[src/rtl/ptp_tod_counter.sv]
module ptp_tod_counter #(
  parameter int NOM_NS = 8,
  parameter int INT_W  = 8
) (
  input  logic                 clk,
  input  logic                 rst_n,
  input  logic                 cmd_valid,
  input  logic [2:0]           cmd_op,
  input  logic [63:0]          cmd_data,
  output logic [31:0]          tod_sec_o,
  output logic [29:0]          tod_ns_o,
  output logic [31:0]          tod_frac_o,
  output logic [INT_W+31:0]    incr_o
);
  localparam int INC_W = INT_W + 32;
  localparam logic [INC_W-1:0] NOM_FX = INC_W'(NOM_NS) << 32;
  localparam logic signed [33:0] BILLION = 34'sd1000000000;
  localparam logic signed [33:0] TWO_BILLION = 34'sd2000000000;
  localparam logic [2:0] OP_LOAD = 3'd1, OP_SHIFT = 3'd2, OP_RATE = 3'd3, OP_TEMP = 3'd4;

  logic [31:0]        sec_q, frac_q, temp_left_q;
  logic [29:0]        ns_q;
  logic signed [31:0] perm_rate_q, temp_rate_q;
  logic               started_q;

  wire is_load  = cmd_valid && cmd_op == OP_LOAD;
  wire is_shift = cmd_valid && cmd_op == OP_SHIFT;
  wire is_rate  = cmd_valid && cmd_op == OP_RATE;
  wire is_temp  = cmd_valid && cmd_op == OP_TEMP;
  wire temp_on  = temp_left_q != 32'd0;

  wire signed [31:0] rate_eff = temp_on ? temp_rate_q : perm_rate_q;
  assign incr_o = NOM_FX + {{INT_W{rate_eff[31]}}, rate_eff};

  wire [31:0] base_sec  = is_load ? cmd_data[63:32] : sec_q;
  wire [29:0] base_ns   = is_load ? cmd_data[29:0]  : ns_q;
  wire [31:0] base_frac = is_load ? 32'd0           : frac_q;

  wire [32:0] frac_sum = {1'b0, base_frac} + {1'b0, incr_o[31:0]};

  wire signed [33:0] shift_v = is_shift ? $signed({{2{cmd_data[31]}}, cmd_data[31:0]}) : 34'sd0;
  wire signed [33:0] int_v   = $signed(34'(incr_o[INC_W-1:32]));
  wire signed [33:0] ns_sum  = $signed({4'b0, base_ns}) + int_v
                             + $signed({33'b0, frac_sum[32]}) + shift_v;

  logic [31:0] sec_n;
  logic [33:0] ns_n;
  always_comb begin
    if (ns_sum >= TWO_BILLION) begin
      ns_n  = 34'(ns_sum - TWO_BILLION);
      sec_n = base_sec + 32'd2;
    end else if (ns_sum >= BILLION) begin
      ns_n  = 34'(ns_sum - BILLION);
      sec_n = base_sec + 32'd1;
    end else if (ns_sum < 0) begin
      ns_n  = 34'(ns_sum + BILLION);
      sec_n = base_sec - 32'd1;
    end else begin
      ns_n  = 34'(ns_sum);
      sec_n = base_sec;
    end
  end

  always_ff @(posedge clk) begin
    if (!rst_n) begin
      sec_q       <= '0;
      ns_q        <= '0;
      frac_q      <= '0;
      perm_rate_q <= '0;
      temp_rate_q <= '0;
      temp_left_q <= '0;
      started_q   <= 1'b0;
    end else begin
      started_q <= 1'b1;
      sec_q     <= sec_n;
      ns_q      <= ns_n[29:0];
      frac_q    <= frac_sum[31:0];
      if (is_rate) perm_rate_q <= $signed(cmd_data[31:0]);
      if (is_temp) begin
        temp_rate_q <= $signed(cmd_data[31:0]);
        temp_left_q <= cmd_data[63:32];
      end else if (temp_on) begin
        temp_left_q <= temp_left_q - 32'd1;
      end
    end
  end

  assign tod_sec_o  = sec_q;
  assign tod_ns_o   = ns_q;
  assign tod_frac_o = frac_q;

  AST_NS_BELOW_BILLION: assert property (@(posedge clk) disable iff (!rst_n)
    started_q |-> tod_ns_o < 30'd1000000000);

  AST_SEC_ONE_STEP: assert property (@(posedge clk) disable iff (!rst_n)
    started_q && !is_load && !is_shift |=>
      (tod_sec_o == $past(tod_sec_o) || tod_sec_o == $past(tod_sec_o) + 32'd1));

  AST_LOAD_FRAC: assert property (@(posedge clk) disable iff (!rst_n)
    started_q && is_load |=> tod_frac_o == $past(incr_o[31:0]));

  AST_RATE_STEADY: assert property (@(posedge clk) disable iff (!rst_n)
    started_q && !is_rate && !is_temp && !temp_on |=> $stable(incr_o));

  AST_TEMP_REVERT: assert property (@(posedge clk) disable iff (!rst_n)
    started_q && temp_left_q == 32'd1 && !is_temp && !is_rate |=>
      incr_o == NOM_FX + {{INT_W{perm_rate_q[31]}}, perm_rate_q});
endmodule

[config.mk]
export PLATFORM = sky130hd
export DESIGN_NAME = ptp_tod_counter
export DESIGN_NICKNAME = d
export VERILOG_FILES = /design/src/rtl/ptp_tod_counter.sv
export SDC_FILE = /design/constraint.sdc
export NUM_CORES = 1
export LEC_CHECK = 0
export BUFFER_PORTS_ARGS = -buffer_cell sky130_fd_sc_hd__buf_2
export CELL_PAD_IN_SITES_DETAIL_PLACEMENT = 0
export CELL_PAD_IN_SITES_GLOBAL_PLACEMENT = 1
export CORE_UTILIZATION = 39
export DETAILED_ROUTE_END_ITERATION = 6
export GPL_TIMING_DRIVEN = 0
export PLACE_DENSITY_LB_ADDON = 0.2
export SYNTH_ARGS = -nofsm -noshare
export SYNTH_HDL_FRONTEND = slang
export SYNTH_SLANG_ARGS = --single-unit
[constraint.sdc]
create_clock -name clk -period 12.4 [get_ports clk]
set_clock_uncertainty 0.15 [all_clocks]
set_input_delay 0.62 -clock clk [delete_from_list [all_inputs] [get_ports clk]]
set_output_delay 0.62 -clock clk [all_outputs]
set_load 0.005 [all_outputs]
## After elaboration in Yosys (flattened, before gate mapping)

Cells that the tools add are included.

- Bits of input ports: 70
- Logic and storage cells: 44
- Memory bits (writable): 0
- Output and inout bits: 134
- Memories kept: 0
- Bits in read-only memories: 0
- Register bits after elaboration: 190
- Latch bits: 0

- $add $sub $neg: 12
- Muxes and demuxes: 13
- Div/mod/pow operators: 0
- Reduce and logical (&&, ||, !) cells: 6
- Bitwise operators: 0
- Equal/unequal tests: 4
- Shift operators: 0
- Magnitude comparators: 3
- Multiply operators: 0

Operator list:

| operator | count |
|---|---|
| 2-to-1 mux 32 bit | 8 |
| 2-to-1 mux 30 bit | 4 |
| subtractor 32 x 1 -> 32 bit (second input constant) | 2 |
| adder 37 x 32 -> 38 bit (first input constant) | 1 |
| adder 33 x 34 -> 34 bit | 1 |
| greater-or-equal comparator 34 x 31 -> 1 bit (second input constant) | 1 |
| greater-or-equal comparator 34 x 32 -> 1 bit (second input constant) | 1 |
| less-than comparator 34 x 1 -> 1 bit (second input constant) | 1 |
| 2-to-1 mux 34 bit | 1 |
| adder 32 x 32 -> 33 bit | 1 |
| adder 31 x 1 -> 32 bit | 1 |
| adder 32 x 1 -> 32 bit (second input constant) | 1 |
| adder 32 x 2 -> 32 bit (second input constant) | 1 |
| nonzero test 32 bit | 1 |
| adder 30 x 8 -> 31 bit | 1 |
| adder 30 x 28 -> 30 bit (second input constant) | 1 |
| subtractor 30 x 28 -> 30 bit (second input constant) | 1 |
| subtractor 30 x 29 -> 30 bit (second input constant) | 1 |
| == test 3 x 2 -> 1 bit (second input constant) | 2 |
| logical AND 1 bit | 4 |
| == test 3 x 1 -> 1 bit (second input constant) | 1 |
| == test 3 bit (second input constant) | 1 |
| nonzero test 2 bit | 1 |

## Depth between registers and ports, before layout

- Depth after elaboration: 10
- Gate-level depth with buffers: 56
- Gate-level depth less buffers: 50

## Worst setup path after synthesis

OpenSTA, ideal clock, no wires.

- Kind: input to register
- From: input port cmd_op[2]
- To: register sec_q[24] (netlist: tod_sec_o[24])
- Path buffers: 9
- Library setup time: 0.095 ns
- Arrival time: 11.499 ns
- Slack: 0.656 ns
- Data required time: 12.155 ns
- Stages: 50
- Path through: nand4bb_1 -> clkbuf_1 -> clkbuf_1 -> buf_1 -> buf_1 -> buf_1 -> clkbuf_1 -> clkbuf_1 -> clkbuf_1 -> and2_1 -> ha_1 -> fa_1 -> a21o_1 -> a21oi_1 -> nor2b_1 -> o21ai_0 -> a31o_2 -> a311oi_1 -> [14 not listed] -> nor3b_1 -> and3_1 -> nand2_1 -> xor2_1 -> mux2i_1 -> ha_1 -> clkbuf_1 -> and3_1 -> nand3_1 -> a311oi_1 -> o211a_1 -> o311ai_0 -> a21o_1 -> a311o_2 -> and4_4 -> a21boi_4 -> or4_1 -> o311ai_1

- Word-level cells in the longest chain between the ends: 10

RTL lines:

| item | RTL line | text |
|---|---|---|
| start: declaration | 8 | `input logic [2:0] cmd_op,` |
| == test 3 x 1 -> 1 bit | 26 | `wire is_load = cmd_valid && cmd_op == OP_LOAD;` |
| logical AND 1 bit | 26 |  |
| 2-to-1 mux 32 bit / 2-to-1 mux 30 bit (equally long branches) | 37, 36 |  |
| adder 32 x 32 -> 33 bit / adder 30 x 8 -> 31 bit (equally long branches) | 39, 43 |  |
| adder 31 x 1 -> 32 bit | 44 | `+ $signed({33'b0, frac_sum[32]}) + shift_v;` |
| adder 33 x 34 -> 34 bit | 44 |  |
| less-than comparator 34 x 1 -> 1 bit | 55 | `end else if (ns_sum < 0) begin` |
| 2-to-1 mux 32 bit | 55 |  |
| 2-to-1 mux 32 bit | 52 | `end else if (ns_sum >= BILLION) begin` |
| 2-to-1 mux 32 bit * | 49 | `if (ns_sum >= TWO_BILLION) begin` |
| end signal: assignment | 75 | `sec_q <= sec_n;` |
| end: declaration | 21 | `logic [31:0] sec_q, frac_q, temp_left_q;` |

Mark *: on every way between the ends. The rest lies on a longest branch, timed or not.
A chain may end at the register's enable or synchronous reset.

## Worst setup path after layout

- From: register temp_left_q[5]
- To: register sec_q[11] (netlist: tod_sec_o[11])

- Word-level cells in the longest chain between the ends: 10

RTL lines:

| item | RTL line | text |
|---|---|---|
| start: declaration | 21 |  |
| start signal: assignment | 81 | `temp_left_q <= cmd_data[63:32];` |
| start signal: assignment | 83 | `temp_left_q <= temp_left_q - 32'd1;` |
| nonzero test 32 bit * | 30 | `wire temp_on = temp_left_q != 32'd0;` |
| 2-to-1 mux 32 bit * | 32 | `wire signed [31:0] rate_eff = temp_on ? temp_rate_q : perm_rate_q;` |
| adder 37 x 32 -> 38 bit * | 33 | `assign incr_o = NOM_FX + {{INT_W{rate_eff[31]}}, rate_eff};` |
| adder 32 x 32 -> 33 bit / adder 30 x 8 -> 31 bit (equally long branches) | 39, 43 |  |
| adder 31 x 1 -> 32 bit * | 44 |  |
| adder 33 x 34 -> 34 bit * | 44 |  |
| less-than comparator 34 x 1 -> 1 bit | 55 |  |
| 2-to-1 mux 32 bit | 55 |  |
| 2-to-1 mux 32 bit | 52 |  |
| 2-to-1 mux 32 bit * | 49 |  |

Marked as above.

==> results.md <==
* Leading area contributor after synthesis: dfxtp_1
* Reported net switching power at between 0.8 and 0.9 mW
* Share of layout cells above drive strength 1 at about 17%
* Drt wl/cell at about 22 um
* Rows at 72
* Hold WC Path Type: input pin to flop
* Detailed Route Iter0 Violations at around 1500
* Total Negative Setup Slacks at 0 ps
* Insertion delay of the later-clocked pin in the worst-skew pair at 480 ps
* Top cell type's share of synthesized area at between 20% and 30%
* Non-Filler Cell Area, Final at 18700 um2
* Worst voltage drop across the vdd grid at between 100 and 150 uV
* Worst-path fanout max at 10
* Sequential-to-total area share from yosys stat at around a quarter
* Switching power share of the total at 40.1%
* Total number of H-tree levels at 4
* Top Ports at between 200 and 250
* Maximum Capacitance Violations at 0
* Post-CTS Hold Fix Bufs at 0
* Post-synthesis average cell area at between 7 and 8 um2
* Master of the slowest instance on the critical path: or4_4
* Max-Slew Margin vs Limit at about a tenth
* Die H at around 200 um
* Die W at 202 um
* Clock sink total at 190
* Worst Setup Start Kind: flop
* Leakage component of the power at roughly 8.4 nW
* HPWL reported at the end of detailed placement at just over 50000 um
* GR Util met3 at 4.22%
* Number of flops mapped to enable cells by yosys at 0
* Number of endpoints with negative hold slack in the final report at 0
* Number of instances in the synthesized netlist at approximately 2200
* Internal power at between 1 and 1.5 mW
* Worst-case setup margin in the final layout at 421 ps
* Data required time at the worst endpoint at roughly 13000 ps
* Min Tclk post-route at between 10000 and 15000 ps
* CP top delay family: simple AND/OR/NAND/NOR gates
* Final standard cell utilization of the core at between 40 and 50%
* Post-route clock period utilization at a little over nine tenths
* Critical path endpoint category: flop
* Run status: finished, final reports clean
* F_max at around 83 MHz
* Vias in the first global route at 16400
* Post-synthesis cell area at 15600 um2
* Global placer's final weighted congestion at slightly below 1
* Remaining antenna violation count after routing at 0
* Clock root buffer: clkbuf_16
* Logic gate share of total power at approximately 35%
* GR Util met2 at between 50% and 60%
* Number of nets in the layout at ~2600
* Maximum root-to-sink buffer count at 2
* Clock-pin slew of the registers on the worst-case setup and hold paths at around 90 ps
* Total of warnings raised by yosys at 0
* Vias at ~18000
* Distinct cell type count after synthesis at 95
* Proportion of power drawn by the clock network at 29.3%
* Vias per Instance at ~6.0
* Cell Count, Final, Fillers Out at 2960
* Pre-Repair DR Iteration Count at 7
* Effective utilization at floorplan at between 30% and 40%
* WP buf/inv at 4
* Pin count of the biggest net entering global routing at 23
* CTS tree: yes
* Worst Setup Path Type: flop to flop
* Power density normalized to cell area at around 110 nW/um2
* First-pass GRT wire length at a little under 100000 um
* GR Util met1 at ~43%
* Global routing's busiest layer: met2
* Final count of pins violating max slew at 0
* Setup-failing EPs final at 0
* Die area at around 41000 um2
* Synth Flop Type: dfxtp_1
* Synth area leaders: dfxtp_1 24%, nand2_1 11%, ha_1 6.3%
* Worst slack, placed at -5510 ps
* Count of state elements after synthesis at 190
* Port bufs at approximately 200
* Number of design rule violations left after detail routing at 0
* Fraction of synthesis flops using an asynchronous set or reset pin at 0%
* Stage delay of the slowest cell on the critical path at 570 ps
* Overall routing resource usage at between 30% and 40%
* DRT Wirelength at ~67000 um
* Critical path data arrival time at 12230 ps
* Grt ovf at 0
* Placed instance count at a little under 3000
* Synth-to-layout area growth at 19.9%
* Number of antenna violations at the first check in global routing at 2
* Number of buffers inserted during clock tree synthesis at 17
* Least-Margin Pin Slew at between 1000 and 1500 ps
* Reg power frac at a little over a third
* Area of the core at between 30000 and 40000 um2
* Instance area at placement at between 15000 and 20000 um2
## cells in the mapped netlist, drive strengths merged, types with 40 or more instances
library cell and number:
nand2 451, dfxtp 190, a21oi 172, nor2 156, and2 103, clkbuf 96, nand3 92, ha 79
o21ai 78, nor3 67, mux2i 63, xnor2 53, xor2 52, a21o 40
## state kept, by name, indices dropped and copies added, names as in the netlist
register	cells
tod_frac_o	32
tod_sec_o	32
tod_ns_o	30
temp_left_q	32
perm_rate_q	32
temp_rate_q	32
## final cells by class
cell class | instances | area (um2)
Antenna cell | 2 | 5.00
Buffer | 116 | 566
Clock buffer | 17 | 425
Clock inverter | 15 | 204
Fill cell | 4108 | 20400
Inverter | 34 | 128
Multi-Input combinational cell | 1844 | 11700
Sequential cell | 190 | 3800
Tap cell | 518 | 648
Timing Repair Buffer | 224 | 1190
## metal layers
metal | vias to the layer above | share of wire [%]
met5 | - | 0
met4 | 0 | 4.3
met3 | 117 | 7.0
met2 | 755 | 45
met1 | 8497 | 44
li1 | 8288 | -
## per-stage QoR
step,hold slack [ps],total power [mW]
after detailed placement,297,1.41
after CTS,241,2.04
after floorplan,286,1.20
after global routing,260,2.18
final,251,2.08
after global placement,292,1.40
## power by group through the flow
stage	registers, mW	logic [mW]	clock network, mW
global placement	0.753	0.650	0
global route	0.758	0.784	0.636
CTS	0.743	0.678	0.615
floorplan	0.742	0.458	0
finish	0.749	0.719	0.608
detailed placement	0.755	0.659	0
## final timing paths
| check | from | endpoint | slack [ps] | cells after the start |
|---|---|---|---|---|
| hold / removal | cmd_data[33] | temp_left_q[1]$_SDFFE_PN0P_ | 250 | 3 |
| hold reg to reg | perm_rate_q[0]$_SDFFE_PN0P_ | perm_rate_q[0]$_SDFFE_PN0P_ | 310 | 2 |
| setup / recovery | temp_left_q[5]$_SDFFE_PN0P_ | tod_sec_o[11]$_SDFF_PN0_ | 420 | 51 |
| setup reg to reg | temp_left_q[5]$_SDFFE_PN0P_ | tod_sec_o[11]$_SDFF_PN0_ | 420 | 51 |
## logic make-up after synthesis
family | count (synthesis) | synth area share [%]
AO/OA/AOI/OAI | 525 | 22.3
XOR/XNOR | 105 | 5.89
adder cells (fa/ha/maj) | 83 | 6.85
buffers and inverters | 158 | 4.11
flip-flops | 190 | 24.4
multiplexers | 67 | 4.33
other | 1 | 0.0240
AND/OR/NAND/NOR | 1060 | 32.1
## worst min-delay path, cell delays in order
cell and delay, ps:
buf_2 110, nand2_1 50, a21oi_1 50
## cell usage in the layout, fill, tap and decap left out, drive strengths merged, types with 17 or more instances in the layout
cell	instances
a211oi	27
a21o	40
a21oi	172
a31oi	23
and2	103
and3	31
buf	250
clkbuf	107
dfxtp	190
ha	79
inv	43
mux2i	63
nand2	451
nand2b	25
nand3	92
nand4	23
nor2	156
nor3	67
nor4	22
o21ai	78
or2	17
or3	17
xnor2	53
xor2	52
## repair_timing
item                                    in CTS  in global routing
endpoints found under the setup margin      56                 53
pin swaps                                    6                 22
resized for setup                           86                 81
buffers inserted                             6                 21
(Power assumes the default switching activity.)
